## config.mk

```make
export PLATFORM = sky130hd
export DESIGN_NAME = frame_addr_filter
export DESIGN_NICKNAME = d
export VERILOG_FILES = /design/src/rtl/filt_pkg.sv /design/src/rtl/filt_datapath.sv /design/src/rtl/filt_ctrl.sv /design/src/rtl/frame_addr_filter.sv
export SDC_FILE = /design/constraint.sdc
export NUM_CORES = 1
export LEC_CHECK = 0
export BUFFER_PORTS_ARGS = -buffer_cell sky130_fd_sc_hd__clkbuf_2
export CAP_MARGIN = 20
export CELL_PAD_IN_SITES_DETAIL_PLACEMENT = 0
export CELL_PAD_IN_SITES_GLOBAL_PLACEMENT = 1
export CORE_MARGIN = 2
export CORE_UTILIZATION = 35
export DETAILED_ROUTE_END_ITERATION = 7
export GPL_ROUTABILITY_DRIVEN = 0
export PLACE_DENSITY = 0.74
export SETUP_SLACK_MARGIN = 0.02
export SKIP_CTS_REPAIR_TIMING = 1
export SLEW_MARGIN = 20
export SYNTH_ARGS = -nofsm -noshare
export SYNTH_HDL_FRONTEND = slang
export SYNTH_SLANG_ARGS = --single-unit
export TNS_END_PERCENT = 20
```

## constraint.sdc

```tcl
create_clock -name clk -period 1.9 [get_ports clk]
set_input_delay 0.285 -clock clk [delete_from_list [all_inputs] [get_ports clk]]
set_output_delay 0.285 -clock clk [all_outputs]
set_load 0.02 [all_outputs]
```

## src/rtl/filt_pkg.sv

```systemverilog
package filt_pkg;

  typedef enum logic {
    FRAME_DATA = 1'b0,
    FRAME_ADDR = 1'b1
  } frame_kind_e;

  typedef enum logic {
    SEL_OWN  = 1'b0,
    SEL_MASK = 1'b1
  } reg_sel_e;

  typedef struct packed {
    logic loadOut;
    logic writeOwn;
    logic writeMask;
  } ctrl_strobe_t;

endpackage

```

## src/rtl/filt_datapath.sv

```systemverilog
module filt_datapath #(
  parameter int DATA_W = 8
) (
  input  logic                  clk,
  input  logic                  rstN,
  input  filt_pkg::ctrl_strobe_t strobe,
  input  logic [DATA_W-1:0]     regWrData,
  input  logic [DATA_W-1:0]     frameData,
  output logic                  givenHit,
  output logic                  bcastHit,
  output logic [DATA_W-1:0]     rxData
);

  logic [DATA_W-1:0] ownReg;
  logic [DATA_W-1:0] maskReg;
  logic [DATA_W-1:0] bcastPat;
  logic [DATA_W-1:0] givenBitOk;
  logic [DATA_W-1:0] bcastBitOk;

  always_ff @(posedge clk or negedge rstN) begin
    if (!rstN) begin
      ownReg  <= '0;
      maskReg <= '0;
    end else begin
      if (strobe.writeOwn)  ownReg  <= regWrData;
      if (strobe.writeMask) maskReg <= regWrData;
    end
  end

  assign bcastPat = ownReg | maskReg;

  for (genvar i = 0; i < DATA_W; i++) begin : g_bit
    assign givenBitOk[i] = !maskReg[i] || (frameData[i] == ownReg[i]);
    assign bcastBitOk[i] = !bcastPat[i] || frameData[i];
  end

  assign givenHit = &givenBitOk;
  assign bcastHit = &bcastBitOk;

  always_ff @(posedge clk or negedge rstN) begin
    if (!rstN)               rxData <= '0;
    else if (strobe.loadOut) rxData <= frameData;
  end

  a_r9_regs_hold: assert property (@(posedge clk) disable iff (!rstN)
    !(strobe.writeOwn || strobe.writeMask) |=> ($stable(ownReg) && $stable(maskReg)));

  a_r10_zero_regs_accept: assert property (@(posedge clk) disable iff (!rstN)
    (ownReg == '0 && maskReg == '0) |-> (givenHit && bcastHit));

endmodule

```

## src/rtl/filt_ctrl.sv

```systemverilog
module filt_ctrl (
  input  logic                   clk,
  input  logic                   rstN,
  input  logic                   regWrEn,
  input  logic                   regSel,
  input  logic                   filterEn,
  input  logic                   frameValid,
  input  logic                   frameTag,
  input  logic                   givenHit,
  input  logic                   bcastHit,
  output filt_pkg::ctrl_strobe_t strobe,
  output logic                   rxIrq,
  output logic                   selected
);
  import filt_pkg::*;

  logic isAddr;
  logic anyHit;
  logic deliver;
  logic selNext;

  assign isAddr = (frame_kind_e'(frameTag) == FRAME_ADDR);
  assign anyHit = givenHit || bcastHit;

  always_comb begin
    deliver = 1'b0;
    selNext = selected;
    if (frameValid) begin
      if (!filterEn) begin
        deliver = 1'b1;
      end else if (isAddr) begin
        deliver = anyHit;
        selNext = anyHit;
      end else begin
        deliver = selected;
      end
    end
  end

  always_comb begin
    strobe.loadOut   = deliver;
    strobe.writeOwn  = regWrEn && (reg_sel_e'(regSel) == SEL_OWN);
    strobe.writeMask = regWrEn && (reg_sel_e'(regSel) == SEL_MASK);
  end

  always_ff @(posedge clk or negedge rstN) begin
    if (!rstN) begin
      rxIrq    <= 1'b0;
      selected <= 1'b0;
    end else begin
      rxIrq    <= deliver;
      selected <= selNext;
    end
  end

  a_r11_irq_follows_valid: assert property (@(posedge clk) disable iff (!rstN)
    rxIrq |-> $past(frameValid));

  a_r4_hit_selects: assert property (@(posedge clk) disable iff (!rstN)
    (frameValid && filterEn && frameTag && (givenHit || bcastHit)) |=> (selected && rxIrq));

  a_r5_miss_clears: assert property (@(posedge clk) disable iff (!rstN)
    (frameValid && filterEn && frameTag && !givenHit && !bcastHit) |=> (!selected && !rxIrq));

  a_r6_data_when_selected: assert property (@(posedge clk) disable iff (!rstN)
    (frameValid && filterEn && !frameTag && selected) |=> (rxIrq && selected));

  a_r8_bypass_delivers: assert property (@(posedge clk) disable iff (!rstN)
    (frameValid && !filterEn) |=> rxIrq);

endmodule

```

## src/rtl/frame_addr_filter.sv

```systemverilog
module frame_addr_filter #(
  parameter int DATA_W = 8
) (
  input  logic              clk,
  input  logic              rstN,
  input  logic              regWrEn,
  input  logic              regSel,
  input  logic [DATA_W-1:0] regWrData,
  input  logic              filterEn,
  input  logic              frameValid,
  input  logic [DATA_W-1:0] frameData,
  input  logic              frameTag,
  output logic [DATA_W-1:0] rxData,
  output logic              rxIrq,
  output logic              selected
);

  filt_pkg::ctrl_strobe_t strobe;
  logic givenHit;
  logic bcastHit;

  filt_ctrl u_ctrl (
    .clk        (clk),
    .rstN       (rstN),
    .regWrEn    (regWrEn),
    .regSel     (regSel),
    .filterEn   (filterEn),
    .frameValid (frameValid),
    .frameTag   (frameTag),
    .givenHit   (givenHit),
    .bcastHit   (bcastHit),
    .strobe     (strobe),
    .rxIrq      (rxIrq),
    .selected   (selected)
  );

  filt_datapath #(.DATA_W(DATA_W)) u_dp (
    .clk       (clk),
    .rstN      (rstN),
    .strobe    (strobe),
    .regWrData (regWrData),
    .frameData (frameData),
    .givenHit  (givenHit),
    .bcastHit  (bcastHit),
    .rxData    (rxData)
  );

  a_r7_drop_keeps_data: assert property (@(posedge clk) disable iff (!rstN)
    (frameValid && filterEn && !frameTag && !selected) |=> (!rxIrq && $stable(rxData)));

  a_r1_reset_outputs: assert property (@(posedge clk)
    !rstN |-> (rxData == '0 && !rxIrq && !selected));

endmodule

```

* Yosys cells after proc, flatten, opt, wreduce, memory -nomap -nowiden *
Cells that the tools add are included.

storage, ports and cells
  register bits = 26
  input bits = 23
  output and inout bits = 10
  word-level logic and storage cells = 56

cells by class
  equality and inequality tests = 8
  multiplexer cells = 3
  bitwise logic cells = 2
  reduce and logical (&&, ||, !) cells = 38

operator list
  operator             count
  $logic_or A1 B1 Y1   17
  $logic_not A1 Y1     16
  $reduce_and A8 Y1    2
  $eq A1 B1 Y1         8
  $or A8 B8 Y8         1
  $mux W1              3
  $logic_and A1 B1 Y1  2
  $reduce_and A2 Y1    1
  $not A1 Y1           1

* Logic depth before layout (Yosys ltp) *
Gate-level depths: netlist (run 1).

  depth in word-level cells = 8
  gate-level depth with buffers = 5
  gate-level depth less buffers = 5

* Hierarchy *
A second synthesis (run 1) with hierarchy kept.

unflattened totals
  cells, all modules = 87
  area total of the unflattened synthesis = 1171.1 um^2

by module, submodules not included
  module         instances  cells an instance  area each (um^2)  seq. area each (um^2)
  filt_datapath  1          76                 1062.3            600.6
  filt_ctrl      1          11                 108.9             50.0

* Worst setup path after synthesis (run 1) *
No wires, ideal clock.

  path type = register -> register
  from = reg u_dp.ownReg[1]
  to = reg u_dp.rxData[0]
  setup time = 0.125 ns
  arrival = 1.721 ns
  required time = 1.775 ns
  path slack = 0.054 ns
  cell stages (with the launch flop) = 6
  buffers on the path = 0
  clock period less this slack = 1.846 ns
  cell sequence = dfrtp_1 -> o21bai_1 -> o2111ai_1 -> or3_4 -> a41oi_4 -> mux2_2

RTL lines
  what                    RTL line             source
  from (decl)             filt_datapath.sv:14  logic [DATA_W-1:0] ownReg;
  from (signal assigned)  filt_datapath.sv:25  if (strobe.writeOwn) ownReg <= regWrData;
  to (signal assigned)    filt_datapath.sv:42  else if (strobe.loadOut) rxData <= frameData;
  to (decl)               filt_datapath.sv:11  output logic [DATA_W-1:0] rxData

==> results of run 1 <==
[registers in the layout, indices dropped and copies added, names as in the netlist]
name             count
u_dp.maskReg         8
u_ctrl.rxIrq         1
u_ctrl.selected      1
u_dp.rxData          8
u_dp.ownReg          8
[cells by family (layout without fill, tap and decap cells)]
| family | after synthesis | after routing |
|---|---|---|
| flip-flops | 26 | 26 |
| multiplexers | 24 | 24 |
| AO/OA/AOI/OAI | 13 | 13 |
| AND/OR/NAND/NOR | 13 | 13 |
| XOR/XNOR | 8 | 8 |
| buffers and inverters | 1 | 45 |
[synth_stat cells]
cell type,count,share of area [%]
a21o_1,1,0.64
o2111ai_1,1,0.75
nand4_1,1,0.53
xor2_1,8,6.0
dfrtp_1,26,56
nand3_1,1,0.43
nor2_1,6,1.9
or3_4,1,0.96
nor2b_1,1,0.53
nand2_1,3,0.96
clkbuf_1,1,0.32
a41oi_4,1,2.4
o21bai_1,3,1.9
mux2_2,24,23
a21oi_1,1,0.43
a22oi_1,4,2.6
o22ai_1,2,1.1
[per-layer routing]
metal | track usage, % | routed length, um | up-vias
li1 | - | - | 398
met2 | 21.2 | 1110 | 20
met5 | 0 | 0 | -
met1 | 17.2 | 1090 | 408
met3 | 1.24 | 76 | 2
met4 | 6.38 | 27 | 0
[how the worst min path moves through the flow]
stage	from	end	slack (ps)	depth (start not counted)
floorplan	rstN	u_ctrl.rxIrq	-10	0
global placement	rstN	u_dp.rxData[4]	320	1
detailed placement	rstN	u_dp.ownReg[4]	340	1
global route	regWrData[2]	u_dp.maskReg[2]	200	2
finish	regWrData[7]	u_dp.maskReg[7]	210	2
CTS	rstN	u_dp.ownReg[4]	-30	1
[placed cells by master (no fill, tap or decap), drive strengths merged, types with 2 or more instances in the layout]
cell type / instances
a22oi: 4
buf: 8
clkbuf: 36
dfrtp: 26
mux2: 24
nand2: 3
nor2: 6
o21bai: 3
o22ai: 2
xor2: 8
[critical path, delay by kind of cell (launching register included)]
| family | cells | cell delay [ps] |
|---|---|---|
| compound gates | 2 | 460 |
| flops | 1 | 420 |
| mux | 1 | 300 |
| buf+inv | 2 | 280 |
| simple gates | 1 | 190 |
| xor+xnor | 1 | 130 |
[per-stage QoR]
step | cell area [um^2] | hold slack (ps) | setup WS (ps) | power (mW) | utilization (%)
after floorplan | 1170 | -10.6 | 53.7 | 0.936 | -
after global placement | 1450 | 322 | -8.95 | 1.08 | 44.0
after detailed placement | 1450 | 335 | -59.2 | 1.10 | 44.0
after CTS | 1480 | -28.2 | -74.2 | 1.37 | 45.1
after global routing | 1530 | 197 | -88.0 | 1.47 | 46.7
final | 1530 | 205 | 13.0 | 1.39 | 46.7
[area by class of cell]
class	count	area, um^2
fill	334	1750
sequential	26	651
multi-input combinational	58	547
timing repair buffer	41	241
tap	46	57.6
clock buffer	4	36.3
[report_power, final]
group	internal, mW	switching (mW)
combinational	0.217	0.187
sequential	0.647	0.0625
clock	0.117	0.160
==> impl_metrics.ini, run 1 <==
[critical_path]
cp-startpoint = u_dp.ownReg[4]
cp-endpoint = u_dp.rxData[0]
cp_slowest_cell = dfrtp_1
endpoint_kind = flop
rrSetupSlack_ps = 10
r2r_start = u_dp.ownReg[4]
crit_type = flop to flop
crit_arrival_ps = 2110
crit_path_frequent_cell = buf_6
path_max_fanout = 5
critPathLaunchType = flop
slowest_delay_ps = 420
worstPathCellList = buf_6 -> xor2_1 -> a22oi_1 -> nand4_1 -> a41oi_4 -> buf_6 -> mux2_4
cp.required_ps = 2120
ff2ff_path_depth = 7
r2r-end = u_dp.rxData[0]

[status]
status = complete, no violations

[routing]
drt-total-wl_um = 2310
route.antenna.remaining_nets = 0
drc_errors = 0
first_pass_iters = 4
routedWlPerCell_um = 13.2
initialDrtViolationCount = 17
route.detailed.vias_per_inst = 4.73
vias = 828

[place]
dpl.hpwl_um = 1800
dp.cells = 170
io_buffers = 32

[hold_path]
hold_path_class = input port to flop

[sta]
setup_tns_ps = 0
tightest_slew_ps = 634
post-route-period-util_pct = 99.3
finalClockSkew_ps = 1.50
finalHoldViolations = 0
fmax_mhz = 530
drv_slew = 0
maxSlewHeadroom_pct = 57.7
period_needed_ps = 1890
rsz0062_at_grt = true
setup_violations = 0

[cts]
clk_pin_slew_ps = 140
clock_sinks = 26
cts_max_path_buffers = 2
clock_latency_ps = 310
cts_made_buffers = 3
cts_htree_levels = 1
root_buffer = clkbuf_4
cts_tree = yes

[synth]
synthesis.nets = 108
synthAdderAreaFrac_pct = 0
synth_xor_xnor_area_share_pct = 5.98
synth_compound_area_share_pct = 9.72
synth_top_family_by_area = multiplexers
syn_avg_cell_area_um2 = 13.8
synthesis.area_um2 = 1170
synth_simple_gate_area_share_pct = 5.34
yosysSeqAreaShare_pct = 55.6
muxShareOfSynthArea_pct = 23.1
synthCells = 85
ys_seq_elements = 26
ys_types = 17
yosysWarningCount = 0

[final_layout]
fin_cells = 175
layout.nets = 153
area_growth_pct = 30.9
layout-drive-gt1-share_pct = 54.3
antennaDiodeCount = 0

[floorplanning]
rows = 21
start_util_pct = 35.7
die_area_um2 = 3820
fp.coreArea_um2 = 3280
die-height_um = 61.8
ios = 33
die_w_um = 61.8

[grt]
antenna_found_initial = 0
grt_pass1_vias = 790
gr-total-overflow = 0
grt_max_degree = 27
grt_first_pass_wirelength_um = 3550
grt_use_total_pct = 13.0

[pwr]
p_per_area_nw_per_um2 = 908
ir_worst_vdd_mv = 0.223
p_leak_nw = 0.730

[run]
maxCapViolCount = 0
Power figures use the tool's default switching activity.
==> run 2: changes to the inputs <==
--- a/config.mk
+++ b/config.mk
@@ -10,10 +10,10 @@
 export CELL_PAD_IN_SITES_DETAIL_PLACEMENT = 0
 export CELL_PAD_IN_SITES_GLOBAL_PLACEMENT = 1
 export CORE_MARGIN = 2
-export CORE_UTILIZATION = 35
+export CORE_UTILIZATION = 36
 export DETAILED_ROUTE_END_ITERATION = 7
 export GPL_ROUTABILITY_DRIVEN = 0
-export PLACE_DENSITY = 0.74
+export PLACE_DENSITY = 0.75
 export SETUP_SLACK_MARGIN = 0.02
 export SKIP_CTS_REPAIR_TIMING = 1
 export SLEW_MARGIN = 20
==> run 2 against run 1 <==
Against the previous run: final cell count is the same; first-iteration DRC count grew 12%; sequential power is essentially flat; core utilization grew 2.6 points; largest cell class unchanged; the run now ends with negative hold slack, negative setup slack left; highest routed layer unchanged; routed wire length grew 3.0%.
==> impl_metrics.ini, run 2 (synthesized netlist as in run 1, its figures left out) <==
[final_layout]
layout-drive-gt1-share_pct = 55.7
finalInstanceArea_um2 = 1520
final_core_util_pct = 49.2
final_common_cell = clkbuf_2
fin_cells = 175
layout.nets = 156
area_growth_pct = 29.4
top_regs = u_dp.maskReg: 8 flops, u_dp.ownReg: 8 flops, u_dp.rxData: 8 flops
final_cell_mix = clkbuf_2 (32), dfrtp_1 (26), mux2_2 (24)
antennaDiodeCount = 0

[critical_path]
slowest_delay_ps = 420
critPathLaunchType = flop
worstPathCellList = buf_6 -> xor2_1 -> a22oi_1 -> nand4_1 -> a41oi_4 -> buf_12 -> mux2_2
path_buf_inv = 2
cp-startpoint = u_dp.ownReg[4]
crit_arrival_ps = 2130
cp.required_ps = 2110
ff2ff_path_depth = 7
path_depth = 7
path_max_fanout = 7
cp_slowest_cell = dfrtp_1
cp_top_family = compound AO/OA/AOI/OAI gates
r2r_start = u_dp.ownReg[4]
endpoint_kind = flop
rrSetupSlack_ps = -20
r2r-end = u_dp.rxData[3]
cp-endpoint = u_dp.rxData[3]
crit_type = flop to flop

[routing]
route.antenna.remaining_nets = 0
drt-total-wl_um = 2370
route.detailed.vias_per_inst = 4.90
top_layer = met4
drc_errors = 0
met1Wirelength_um = 1020
first_pass_iters = 2
vias = 858
dr_wl_met2_um = 1240
initialDrtViolationCount = 19
wl_met3_um = 86
routedWlPerCell_um = 13.6

[status]
violations = negative hold slack, negative setup slack
status = finished, violations left

[cts]
cts_max_path_buffers = 2
cts_htree_levels = 1
cts_tree = yes
root_buffer = clkbuf_4
cts_made_buffers = 3
clock_sinks = 26
clock_latency_ps = 310
clk_pin_slew_ps = 130

[floorplanning]
ios = 33
start_util_pct = 38.0
die_area_um2 = 3730
die_w_um = 61.0
fp.coreArea_um2 = 3080
rows = 20
die-height_um = 61.0

[pwr]
p_leak_nw = 0.710
p_per_area_nw_per_um2 = 878
p_total_mw = 1.33
ir_worst_vdd_mv = 0.440

[sta]
finalHoldViolations = 26
post-route-period-util_pct = 101
tightest_slew_ps = 653
fin_ws_ps = -21.0
finalClockSkew_ps = 3.99
setup_tns_ps = -131
rsz0062_at_grt = true
fmax_mhz = 521
period_needed_ps = 1920
fin_hold_ws_ps = -25.4
setup_violations = 8
maxSlewHeadroom_pct = 56.4
drv_slew = 0

[run]
maxCapViolCount = 0

[grt]
grt_max_degree = 27
grt_use_total_pct = 14.5
gr-total-overflow = 0
antenna_found_initial = 0
grt_pass1_vias = 912
grt_first_pass_wirelength_um = 3990

[place]
dp_slack_ps = -59.2
dp.cells = 172
io_buffers = 32
place_area_um2 = 1490
dpl.hpwl_um = 1910

[hold_path]
hold_path_class = input port to async pin
## run 2: how the worst min path moves through the flow
stage | from | slack, ps | to
3_5_place_dp | rstN | 340 | u_dp.ownReg[4]
2_1_floorplan | rstN | -10 | u_ctrl.rxIrq
5_1_grt | rstN | 4 | u_dp.ownReg[6]
6_report | rstN | -30 | u_dp.ownReg[3]
3_3_place_gp | rstN | 330 | u_dp.ownReg[7]
4_1_cts | rstN | -10 | u_dp.ownReg[6]
## run 2: cell type report
cell class / count / area (um^2)
clock buffers: 3 / 22.5
fillers: 299 / 1560
multi-input cells: 58 / 517
flip-flops and latches: 26 / 651
well taps: 44 / 55.1
repair buffers: 44 / 270
## run 2: report_power, final
part	internal (mW)	switching [mW]	total, mW
Clock	0.0742	0.152	0.226
Sequential	0.647	0.0627	0.710
Combinational	0.206	0.188	0.394
## run 2: per-layer routing
metal  GRT usage, %  vias up
met2           25.5       16
met5              0        -
met3           1.89        4
met4           5.59        0
met1           18.1      431
li1               -      407
## run 2: worst register-to-register path: cells and delay by family, from the launching register on
kind / cells / cell delay [ps]
compound gates: 2 / 470
flops: 1 / 420
mux: 1 / 320
buf+inv: 2 / 270
simple gates: 1 / 200
xor+xnor: 1 / 140
==> run 3: changes to the inputs <==
--- a/config.mk
+++ b/config.mk
@@ -10,10 +10,11 @@
 export CELL_PAD_IN_SITES_DETAIL_PLACEMENT = 0
 export CELL_PAD_IN_SITES_GLOBAL_PLACEMENT = 1
 export CORE_MARGIN = 2
-export CORE_UTILIZATION = 36
+export CORE_UTILIZATION = 38
 export DETAILED_ROUTE_END_ITERATION = 7
 export GPL_ROUTABILITY_DRIVEN = 0
-export PLACE_DENSITY = 0.75
+export PLACE_DENSITY = 0.76
+export RECOVER_POWER = 50
 export SETUP_SLACK_MARGIN = 0.02
 export SKIP_CTS_REPAIR_TIMING = 1
 export SLEW_MARGIN = 20
==> constraint.sdc (replaced) <==
create_clock -name clk -period 1.85 [get_ports clk]
set_input_delay 0.2775 -clock clk [delete_from_list [all_inputs] [get_ports clk]]
set_output_delay 0.2775 -clock clk [all_outputs]
set_load 0.02 [all_outputs]
==> run 3 against run 2 <==
Against the previous run: the run ends with negative setup slack left; clock skew increased by 6.6 ps; via count decreased by 0.12%; first-iteration DRC count increased by 47%; global-route usage increased by 0.76 points; clock power increased by 25%; worst setup slack got worse by 67 ps; critical endpoint is now u_dp.rxData[4]; sequential cell count unchanged.
==> impl_metrics.ini, run 3 (synthesized netlist as in run 1, its figures left out) <==
[cts]
root_buffer = clkbuf_4
cts_htree_levels = 1
cts_max_path_buffers = 2
clock_sinks = 26
cts_tree = yes
clock_latency_ps = 320
cts_made_buffers = 3
clk_pin_slew_ps = 140

[final_layout]
antennaDiodeCount = 0
layout-drive-gt1-share_pct = 56.6
fill_cells = 277
regArea_um2 = 651
area_growth_pct = 32.9
final_cell_mix = clkbuf_2 (32), dfrtp_1 (26), mux2_2 (19)
final_common_cell = clkbuf_2
top_regs = u_dp.maskReg: 8 flops, u_dp.ownReg: 8 flops, u_dp.rxData: 8 flops
final_core_util_pct = 51.8
multi_input_area_um2 = 538
layout.nets = 160

[routing]
route.detailed.vias_per_inst = 5.07
initialDrtViolationCount = 28
routedWlPerCell_um = 13.8
vias = 857
drc_errors = 0
drt-total-wl_um = 2340
route.antenna.remaining_nets = 0
first_pass_iters = 4

[hold_path]
hold_path_class = input port to flop

[run]
maxCapViolCount = 0

[pwr]
p_int_mw = 1.02
power_frac_comb_pct = 30.0
p_seq_share_pct = 50.4
ir_worst_vdd_mv = 0.463
power_frac_clock_pct = 19.6
p_per_area_nw_per_um2 = 926
p_leak_nw = 0.748
switching_share_pct = 29.4
power.switching_mw = 0.424
p_total_mw = 1.44

[grt]
grt_first_pass_wirelength_um = 3970
antenna_found_initial = 0
grtUsageMet2_pct = 25.4
grt_use_met1_pct = 20.2
grt_max_degree = 27
use_met3_pct = 1.97
gr-total-overflow = 0
top_usage_layer = met2
grt_pass1_vias = 921
grt_use_total_pct = 15.3

[critical_path]
endpoint_kind = flop
cp-startpoint = u_dp.ownReg[6]
r2r-end = u_dp.rxData[4]
ff2ff_path_depth = 7
cp.required_ps = 2070
critPathLaunchType = flop
crit_type = flop to flop
rrSetupSlack_ps = -90
r2r_start = u_dp.ownReg[6]
crit_arrival_ps = 2150
cp-endpoint = u_dp.rxData[4]
path_max_fanout = 6

[floorplanning]
die_area_um2 = 3540
die-height_um = 59.5
rows = 20
start_util_pct = 39.0
ios = 33
fp.coreArea_um2 = 3000
die_w_um = 59.5

[status]
violations = negative setup slack
status = finished, violations left

[sta]
post-route-period-util_pct = 105
setup_violations = 8
drv_slew = 0
rsz0062_at_grt = true
maxSlewHeadroom_pct = 56.7
fmax_mhz = 516
finalHoldViolations = 0
fin_hold_ws_ps = 188
period_needed_ps = 1940
tightest_slew_ps = 649
fin_ws_ps = -87.7
finalClockSkew_ps = 10.5

[place]
dpl.hpwl_um = 1790
io_buffers = 32
[run 3: cell count changes in the layout (fill, tap and decap cells not counted)]
| cell | previous run | this run |
|---|---|---|
| buf_6 | 2 | 3 |
| nor2_2 | 0 | 1 |
| buf_12 | 1 | 0 |
| nor2_1 | 6 | 5 |
| clkbuf_1 | 0 | 1 |
| mux2_4 | 0 | 5 |
| mux2_2 | 24 | 19 |
| clkbuf_8 | 0 | 1 |
| dlygate4sd3_1 | 0 | 1 |
| clkbuf_4 | 3 | 4 |
| buf_4 | 9 | 10 |
[run 3: how the worst min path moves through the flow]
stage	to	cells after the start	startpoint
floorplan	u_ctrl.rxIrq	0	rstN
global placement	u_dp.maskReg[2]	1	rstN
detailed placement	u_dp.ownReg[2]	1	rstN
CTS	u_dp.rxData[2]	1	rstN
global route	u_dp.maskReg[5]	2	regWrData[5]
finish	u_dp.maskReg[5]	2	regWrData[5]
[run 3: worst max-delay path, cell delays in order, from the launching register on]
cell and delay, ps:
dfrtp_1 420, buf_6 120, nor2_2 60, o22ai_1 90
or3_4 410, a41oi_4 260, buf_6 170, mux2_4 300
[run 3: final cells by class]
class	count	area share, %
Sequential cell	26	41.8
Tap cell	33	2.65
Multi-Input combinational cell	58	34.6
Clock buffer	4	2.33
Timing Repair Buffer	48	18.6
[run 3: per-layer routing]
metal,wire (um),vias to the layer above
li1,-,412
met1,1040,417
met2,1170,25
met3,105,3
met4,30,0
met5,0,-
[run 3: power by group through the flow]
stage	sequential [mW]	clock, mW	combinational [mW]
CTS	0.730	0.296	0.387
global route	0.742	0.320	0.474
finish	0.726	0.283	0.433
floorplan	0.788	0	0.173
detailed placement	0.742	0	0.386
global placement	0.736	0	0.378
[run 3: through the flow]
step	TNS, ps	cell area [um^2]	instances	setup slack, ps
2_1_floorplan	0	1170	85	77.9
3_3_place_gp	-174	1440	159	-25.9
3_5_place_dp	-376	1440	159	-60.5
4_1_cts	-465	1480	163	-73.7
5_1_grt	-1210	1560	169	-158
6_report	-623	1560	169	-87.7
